## src/rtl/i2c_cond_pkg.sv

```systemverilog
package i2c_cond_pkg;
  typedef enum logic [1:0] {
    CMD_NONE       = 2'b00,
    CMD_RESTART    = 2'b01,
    CMD_STOP       = 2'b10,
    CMD_STOP_START = 2'b11
  } cmd_e;

  typedef enum logic [2:0] {
    ST_IDLE,
    ST_RS_LOW,
    ST_RS_HIGH,
    ST_RS_FALL,
    ST_RS_HOLD,
    ST_SP_LOW,
    ST_SP_HIGH,
    ST_SP_FREE
  } state_e;
endpackage

```

## src/rtl/i2c_cond_sync.sv

```systemverilog
module i2c_cond_sync #(
  parameter int   STAGES  = 2,
  parameter logic RST_VAL = 1'b1
) (
  input  logic clk_i,
  input  logic rst_ni,
  input  logic d_i,
  output logic q_o
);
  logic [STAGES-1:0] ff_q;

  always_ff @(posedge clk_i or negedge rst_ni) begin
    if (!rst_ni) ff_q <= {STAGES{RST_VAL}};
    else         ff_q <= {ff_q[STAGES-2:0], d_i};
  end

  assign q_o = ff_q[STAGES-1];
endmodule

```

## src/rtl/i2c_cond_det.sv

```systemverilog
module i2c_cond_det (
  input  logic clk_i,
  input  logic rst_ni,
  input  logic scl_s_i,
  input  logic sda_s_i,
  output logic start_o,
  output logic stop_o
);
  logic sda_q, start_q, stop_q;

  always_ff @(posedge clk_i or negedge rst_ni) begin
    if (!rst_ni) begin
      sda_q   <= 1'b1;
      start_q <= 1'b0;
      stop_q  <= 1'b0;
    end else begin
      sda_q   <= sda_s_i;
      start_q <= scl_s_i && sda_q && !sda_s_i;
      stop_q  <= scl_s_i && !sda_q && sda_s_i;
    end
  end

  assign start_o = start_q;
  assign stop_o  = stop_q;

  // a start or stop indication never lasts two cycles
  p_start_pulse_r10: assert property (@(posedge clk_i) disable iff (!rst_ni)
    start_o |=> !start_o);
  p_stop_pulse_r10: assert property (@(posedge clk_i) disable iff (!rst_ni)
    stop_o |=> !stop_o);
endmodule

```

## src/rtl/i2c_cond_timer.sv

```systemverilog
module i2c_cond_timer #(
  parameter int HALF_LO = 8,
  parameter int HALF_HI = 16
) (
  input  logic clk_i,
  input  logic rst_ni,
  input  logic load_i,
  input  logic wide_i,
  input  logic run_i,
  output logic tick_o
);
  localparam int CNT_W = $clog2(HALF_HI);

  logic             wide_q;
  logic [CNT_W-1:0] cnt_q;
  logic [CNT_W-1:0] last;

  assign last   = wide_q ? CNT_W'(HALF_HI - 1) : CNT_W'(HALF_LO - 1);
  assign tick_o = run_i && (cnt_q == last);

  always_ff @(posedge clk_i or negedge rst_ni) begin
    if (!rst_ni) begin
      wide_q <= 1'b0;
      cnt_q  <= '0;
    end else if (load_i) begin
      wide_q <= wide_i;
      cnt_q  <= '0;
    end else if (run_i) begin
      cnt_q  <= tick_o ? '0 : cnt_q + 1'b1;
    end
  end

  // count never passes the selected half-bit
  p_cnt_bound_r2: assert property (@(posedge clk_i) disable iff (!rst_ni)
    cnt_q <= last);
  // mode is frozen outside of accept
  p_mode_hold_r2: assert property (@(posedge clk_i) disable iff (!rst_ni)
    !load_i |=> wide_q == $past(wide_q));
endmodule

```

## src/rtl/i2c_cond_fsm.sv

```systemverilog
module i2c_cond_fsm
  import i2c_cond_pkg::*;
(
  input  logic       clk_i,
  input  logic       rst_ni,
  input  logic       cmd_valid_i,
  input  logic [1:0] cmd_i,
  input  logic       scl_high_i,
  input  logic       tick_i,
  output logic       load_o,
  output logic       run_o,
  output logic       scl_low_o,
  output logic       sda_low_o,
  output logic       busy_o,
  output logic       done_o
);
  state_e st_q, st_nxt;
  logic   chain_q, done_q, wait_ph;

  assign load_o  = cmd_valid_i && (st_q == ST_IDLE) && (cmd_e'(cmd_i) != CMD_NONE);
  assign wait_ph = (st_q == ST_RS_HIGH) || (st_q == ST_SP_HIGH);
  assign run_o   = (st_q != ST_IDLE) && (!wait_ph || scl_high_i);

  always_comb begin
    unique case (st_q)
      ST_RS_LOW:  st_nxt = ST_RS_HIGH;
      ST_RS_HIGH: st_nxt = ST_RS_FALL;
      ST_RS_FALL: st_nxt = ST_RS_HOLD;
      ST_SP_LOW:  st_nxt = ST_SP_HIGH;
      ST_SP_HIGH: st_nxt = ST_SP_FREE;
      ST_SP_FREE: st_nxt = chain_q ? ST_RS_FALL : ST_IDLE;
      default:    st_nxt = ST_IDLE;
    endcase
  end

  always_ff @(posedge clk_i or negedge rst_ni) begin
    if (!rst_ni) begin
      st_q    <= ST_IDLE;
      chain_q <= 1'b0;
      done_q  <= 1'b0;
    end else begin
      done_q <= 1'b0;
      if (load_o) begin
        st_q    <= (cmd_e'(cmd_i) == CMD_RESTART) ? ST_RS_LOW : ST_SP_LOW;
        chain_q <= (cmd_e'(cmd_i) == CMD_STOP_START);
      end else if (tick_i) begin
        st_q   <= st_nxt;
        done_q <= (st_nxt == ST_IDLE);
      end
    end
  end

  assign scl_low_o = (st_q == ST_RS_LOW) || (st_q == ST_RS_HOLD) || (st_q == ST_SP_LOW);
  assign sda_low_o = (st_q == ST_RS_FALL) || (st_q == ST_RS_HOLD) ||
                     (st_q == ST_SP_LOW)  || (st_q == ST_SP_HIGH);
  assign busy_o    = (st_q != ST_IDLE);
  assign done_o    = done_q;

  p_done_pulse_r9: assert property (@(posedge clk_i) disable iff (!rst_ni)
    done_o |=> !done_o);
  p_done_idle_r9: assert property (@(posedge clk_i) disable iff (!rst_ni)
    done_o |-> (st_q == ST_IDLE) && ($past(st_q) != ST_IDLE));
  p_idle_hold_r3: assert property (@(posedge clk_i) disable iff (!rst_ni)
    (st_q == ST_IDLE && !load_o) |=> st_q == ST_IDLE);
  p_stretch_wait_r8: assert property (@(posedge clk_i) disable iff (!rst_ni)
    (wait_ph && !scl_high_i) |=> st_q == $past(st_q));
  // SDA moves under a released SCL only to form a start or a stop
  p_sda_edge_r5: assert property (@(posedge clk_i) disable iff (!rst_ni)
    (!scl_low_o && !$past(scl_low_o) && (sda_low_o != $past(sda_low_o)))
      |-> (st_q == ST_RS_FALL || st_q == ST_SP_FREE));
endmodule

```

## src/rtl/i2c_cond_seq.sv

```systemverilog
module i2c_cond_seq #(
  parameter int HALF_LO     = 8,
  parameter int HALF_HI     = 16,
  parameter int SYNC_STAGES = 2
) (
  input  logic       clk_i,
  input  logic       rst_ni,
  input  logic       cmd_valid_i,
  input  logic [1:0] cmd_i,
  input  logic       wide_i,
  input  logic       scl_i,
  input  logic       sda_i,
  output logic       scl_low_o,
  output logic       sda_low_o,
  output logic       busy_o,
  output logic       done_o,
  output logic       start_det_o,
  output logic       stop_det_o
);
  logic scl_s, sda_s, load, run, tick;

  i2c_cond_sync #(.STAGES(SYNC_STAGES), .RST_VAL(1'b1)) u_scl_sync (
    .clk_i(clk_i), .rst_ni(rst_ni), .d_i(scl_i), .q_o(scl_s));
  i2c_cond_sync #(.STAGES(SYNC_STAGES), .RST_VAL(1'b1)) u_sda_sync (
    .clk_i(clk_i), .rst_ni(rst_ni), .d_i(sda_i), .q_o(sda_s));

  i2c_cond_det u_det (
    .clk_i(clk_i), .rst_ni(rst_ni), .scl_s_i(scl_s), .sda_s_i(sda_s),
    .start_o(start_det_o), .stop_o(stop_det_o));

  i2c_cond_timer #(.HALF_LO(HALF_LO), .HALF_HI(HALF_HI)) u_timer (
    .clk_i(clk_i), .rst_ni(rst_ni), .load_i(load), .wide_i(wide_i),
    .run_i(run), .tick_o(tick));

  i2c_cond_fsm u_fsm (
    .clk_i(clk_i), .rst_ni(rst_ni), .cmd_valid_i(cmd_valid_i), .cmd_i(cmd_i),
    .scl_high_i(scl_s), .tick_i(tick), .load_o(load), .run_o(run),
    .scl_low_o(scl_low_o), .sda_low_o(sda_low_o), .busy_o(busy_o),
    .done_o(done_o));
endmodule

```

## config.mk

```make
export PLATFORM = sky130hd
export DESIGN_NAME = i2c_cond_seq
export DESIGN_NICKNAME = d
export VERILOG_FILES = /design/src/rtl/i2c_cond_pkg.sv /design/src/rtl/i2c_cond_sync.sv /design/src/rtl/i2c_cond_det.sv /design/src/rtl/i2c_cond_timer.sv /design/src/rtl/i2c_cond_fsm.sv /design/src/rtl/i2c_cond_seq.sv
export SDC_FILE = /design/constraint.sdc
export NUM_CORES = 1
export LEC_CHECK = 0
export CAP_MARGIN = 20
export CORE_MARGIN = 1.5
export CORE_UTILIZATION = 49
export CTS_CLUSTER_SIZE = 8
export DETAILED_ROUTE_END_ITERATION = 16
export PLACE_DENSITY = 0.75
export SYNTH_ARGS = -nofsm -noshare
export SYNTH_HDL_FRONTEND = slang
export SYNTH_SLANG_ARGS = --single-unit
```

## constraint.sdc

```tcl
create_clock -name clk_i -period 1.5 [get_ports clk_i]
set_input_delay 0.3 -clock clk_i [delete_from_list [all_inputs] [get_ports clk_i]]
set_output_delay 0.3 -clock clk_i [all_outputs]
set_load 0.02 [all_outputs]
```

## Yosys cells after proc, flatten, opt, wreduce, memory -nomap -nowiden

Cells that the tools add are included.

- Word-level logic and storage cells: 56
- Bits of input ports: 8
- Bits in registers: 17

- Reductions and logical operators: 24
- Multiplexer cells: 11
- Add/subtract/negate cells: 1
- Equal/unequal tests: 10

Operator list:

| kind | number |
|---|---|
| 3-bit one-hot mux with 6 select lines | 1 |
| 4-bit two-way mux | 4 |
| 3-bit == test, second input constant | 4 |
| 3-bit two-way mux | 3 |
| 1-bit logical AND | 8 |
| 1-bit logical OR | 7 |
| 3-bit by 2-bit == test with 1-bit output, second input constant | 2 |
| 3-bit zero test | 2 |
| 2-bit nonzero test | 3 |
| 4-bit by 1-bit adder with 4-bit output, second input constant | 1 |
| 4-bit == test | 1 |
| 3-bit by 1-bit == test with 1-bit output, second input constant | 1 |
| 1-bit zero test | 3 |
| 3-bit nonzero test | 1 |
| 2-bit by 1-bit == test with 1-bit output, second input constant | 1 |
| 2-bit == test, second input constant | 1 |
| 1-bit two-way mux | 2 |
| 2-bit two-way mux | 1 |

## Depth between registers and ports, before layout

- Word-level depth: 9
- Gate-level depth with buffers: 5
- Gate-level depth less buffers: 5

## By module

A second synthesis with hierarchy kept.

- Cells, all modules: 70
- Area total of the unflattened synthesis: 763.2 um^2

By module, submodules not included:

| module | cells each | instances | area an instance (um^2) |
|---|---|---|---|
| i2c_cond_fsm | 35 | 1 | 315.3 |
| i2c_cond_timer | 26 | 1 | 249.0 |
| i2c_cond_sync | 2 | 2 | 52.6 |
| i2c_cond_det | 5 | 1 | 93.8 |

## Worst setup path after synthesis

No wires, ideal clock.

- Path kind: register to output
- Start: register u_fsm.st_q[0]
- End: output sda_low_o
- Arrival: 1.135 ns
- Slack: 0.065 ns
- Buffers on the path: 1
- Cell stages (with the launch flop): 4
- Cells stage by stage: dfrtp_1 > clkbuf_1 > nand2_1 > xnor2_1

- Longest elaborated chain between the ends: 4
- Elaborated cells on any way between the ends: 7
- Classes of those cells: 4 x eq/ne; 3 x reduce/logical

Ends and longest elaborated chain:

| element | RTL line | text |
|---|---|---|
| from (decl) | i2c_cond_fsm.sv:17 | `state_e st_q, st_nxt;` |
| from (signal assigned) | i2c_cond_fsm.sv:44 | `st_q <= (cmd_e'(cmd_i) == CMD_RESTART) ? ST_RS_LOW : ST_SP_LOW;` |
| from (signal assigned) | i2c_cond_fsm.sv:47 | `st_q <= st_nxt;` |
| 3-bit by 2-bit == test with 1-bit output / 3-bit == test (equally long branches) | i2c_cond_fsm.sv:54 | `assign sda_low_o = (st_q == ST_RS_FALL) \|\| (st_q == ST_RS_HOLD) \|\|` |
| 1-bit logical OR (2 in a row) | i2c_cond_fsm.sv:54 |  |
| 1-bit logical OR (*) | i2c_cond_fsm.sv:55 | `(st_q == ST_SP_LOW) \|\| (st_q == ST_SP_HIGH);` |
| to (decl) | i2c_cond_seq.sv:14 | `output logic sda_low_o,` |

Mark *: on every way between the ends. The rest lies on a longest branch, timed or not.

## Worst setup path after layout

- Start: register u_fsm.st_q[0]
- End: output busy_o

- Longest elaborated chain between the ends: 1

Ends and longest elaborated chain:

| element | RTL line | text |
|---|---|---|
| 3-bit nonzero test | i2c_cond_fsm.sv:56 | `assign busy_o = (st_q != ST_IDLE);` |
| to (decl) | i2c_cond_seq.sv:15 | `output logic busy_o,` |

Every way passes these cells.

==> impl_metrics.yaml <==
run_status:
  status: "finished, violations left"
  violations: "setup timing"
synth:
  synth_common_cells: "12 x dfrtp_1, 10 x nor2_1, 6 x nand2_1, 6 x o21ai_0, 5 x dfstp_2"
  synth_xor_area_share_pct: 4.41
  ys_seq_area_share_pct: 54.3
  async_flop_share_pct: 100
  synthesis.nets: 85
  synth-simple-area-share_pct: 18.7
  yosys-mux-area-fraction_pct: 3.94
  synth_most_common_cell: "dfrtp_1"
  synth_cell_type_count: 30
  synth.area.top_cells: "dfrtp_1 38%, dfstp_2 17%, nor2_1 4.7%"
  synth_top_family_by_area: "simple AND/OR/NAND/NOR gates"
  synth_fa_ha_area_share_pct: 1.57
  synth_area_sq_um: 795
  yosys.area.top_type: "dfrtp_1"
  synth_warnings: 0
  synth-main-ff-cell: "dfrtp_1"
  ys_seq_elements: 17
  synth_top_area_share_pct: 37.8
  synth_edf_count: 0
  syn_area_per_cell_sq_um: 10.5
  synth_compound_area_share_pct: 14.8
  syn_inst: 76
worst_setup_path:
  ff2ff_path_depth: 4
  critPathKind: "flip-flop to output port"
  end_kind: "output port"
  crit_chain: "or3_1, buf_6"
  cp.required_ns: 1.20
  slowest_delay_ns: 0.43
  worst_ep_arrival_time_ns: 1.26
  critical_path.top_delay_family: "flip-flops"
  path_max_fanout: 4
  path_depth: 2
  cp_slowest_cell: "dfrtp_1"
  cp_num_buf_inv: 1
  cp-start-kind: "flip-flop"
sta:
  worst_slew_pin_slew_ns: 0.223
  maxSlewViolCount: 0
  relSlewSlack_pct: 85.2
  clock_skew_ns: 0.00288
  period_share_pct: 104
  hold_viol: 0
  setup_tns_ns: -0.0663
  period_needed_ns: 1.56
  fin_ws_ns: -0.0639
  setup_viol: 2
  max_freq_mhz: 639
  rsz0062_at_grt: "yes"
global_route:
  grt_overflow: 0
  grt_usage_pct: 20.5
  grt_start_max_net_pins: 18
  antenna_found_initial: 0
  grt_pass1_vias: 661
  grt_pass1_wl_microns: 2720
clocking:
  cts_buffers: 3
  clk_pin_slew_ns: 0.10
  cts_sinks: 17
  root_buffer: "clkbuf_4"
  clockBufferDepth: 2
  holdBufCountCts: 0
  cts_tree: "done"
  clk_latency_ns: 0.30
  htree_levels: 1
placement:
  globalplace.congestion: 0.768
  place_ws_ns: -0.215
  portBuffers: 13
  dp_hpwl_microns: 1080
route:
  totalWireLength_microns: 1630
  drc: 0
  drtIter0Drc: 9
  drtPass1Iterations: 4
  antenna_left: 0
  avgRoutedWirePerCell_microns: 13.5
  routed_via_density: 5.38
  vias: 651
floorplan:
  die_h_microns: 43.3
  coreArea_sq_um: 1510
  start_util_pct: 52.7
  die-area_sq_um: 1870
  die_x_microns: 43.3
  ioPinCount: 14
  rows: 14
power_and_ir_drop:
  ir_worst_vdd_mv: 1.12
  p_leak_uw: 0.000511
  power_density_nw_per_um2: 2020
cells_and_area:
  utilization_pct: 73.1
  num_antenna_cells: 0
  syn_to_final_growth_pct: 38.6
  final_nets: 115
  drive_above_1_share_pct: 30.5
worst_hold_path:
  hold_class: "input pin to async pin"
flow_run:
  cap_violations: 0
## routing by layer
metal  up-vias  wire length [microns]  global-route usage, %
met3         6                     66                   3.83
met1       306                    663                   21.5
met5         -                      0                      0
met2        16                    857                   37.6
met4         0                     45                   10.9
li1        323                      -                      -
## worst paths after layout
path | startpoint | to | slack, ns
worst min register to register | u_scl_sync.ff_q[0] | u_scl_sync.ff_q[1] | 0.36
min in group clk_i | u_scl_sync.ff_q[0] | u_scl_sync.ff_q[1] | 0.36
worst max register to register | u_fsm.st_q[0] | u_timer.wide_q | 0
worst min-delay path | rst_ni | u_det.start_o | 0.31
worst max-delay path | u_fsm.st_q[0] | busy_o | -0.06
max in group asynchronous | rst_ni | u_scl_sync.ff_q[0] | 0.94
## metrics by stage
step | instances | instance area, sq um | power (uW) | hold WS [ns]
finish | 121 | 1100 | 2230 | 0.308
global route | 121 | 1100 | 2400 | 0.329
CTS | 118 | 1050 | 2100 | 0.309
detailed placement | 112 | 1010 | 1810 | 0.347
global placement | 112 | 1010 | 1770 | 0.345
floorplan | 76 | 795 | 1390 | 0.00441
## layout by cell type (no fill, tap or decap), drive strengths merged, types with 4 or more instances in the layout
cell	instances
dfstp	5
nor2	11
nand2	6
buf	18
clkdlybuf4s50	7
dfrtp	12
a21oi	4
o21ai	7
## worst reg2reg max path, delay by kind of cell (launching register included)
family / cells / cell delay [ns]
buffers and inverters: 1 / 0.15
AO/OA/AOI/OAI: 1 / 0.22
flip-flops: 1 / 0.43
AND/OR/NAND/NOR: 1 / 0.28
multiplexers: 1 / 0.31
## report_power, final
| group | internal, uW | switching, uW | total (uW) |
|---|---|---|---|
| logic | 645 | 589 | 1230 |
| registers | 601 | 145 | 747 |
| clock network | 99.4 | 149 | 248 |
## cells by family after synthesis
logic type                 after synthesis
buffers and inverters                    4
adders and majority gates                1
and+or+nand+nor                         28
DFF                                     17
muxes                                    3
AOI/OAI and AO/OA                       19
xor gates and xnor gates                 4
## state kept, by name, indices dropped and copies added, names as in the netlist
register,flops
u_det.sda_q,1
u_det.start_o,1
u_det.stop_o,1
u_fsm.chain_q,1
u_fsm.done_o,1
u_fsm.st_q,3
u_scl_sync.ff_q,2
u_sda_sync.ff_q,2
u_timer.cnt_q,4
u_timer.wide_q,1
## repair_timing
action	4_1_cts	5_1_grt
resized for setup	20	8
setup endpoints to repair	7	8
pin swaps	0	1
setup buffers	2	3
## layout make-up
cell class              instances  area [sq um]
flip-flops and latches         17           432
fillers                       126           405
multi-input cells              55           370
repair buffers                 28           248
clock buffers                   3          22.5
well taps                      16          20.0
clock inverters                 1          5.00
inverters                       1          3.75
(Power assumes the default switching activity.)
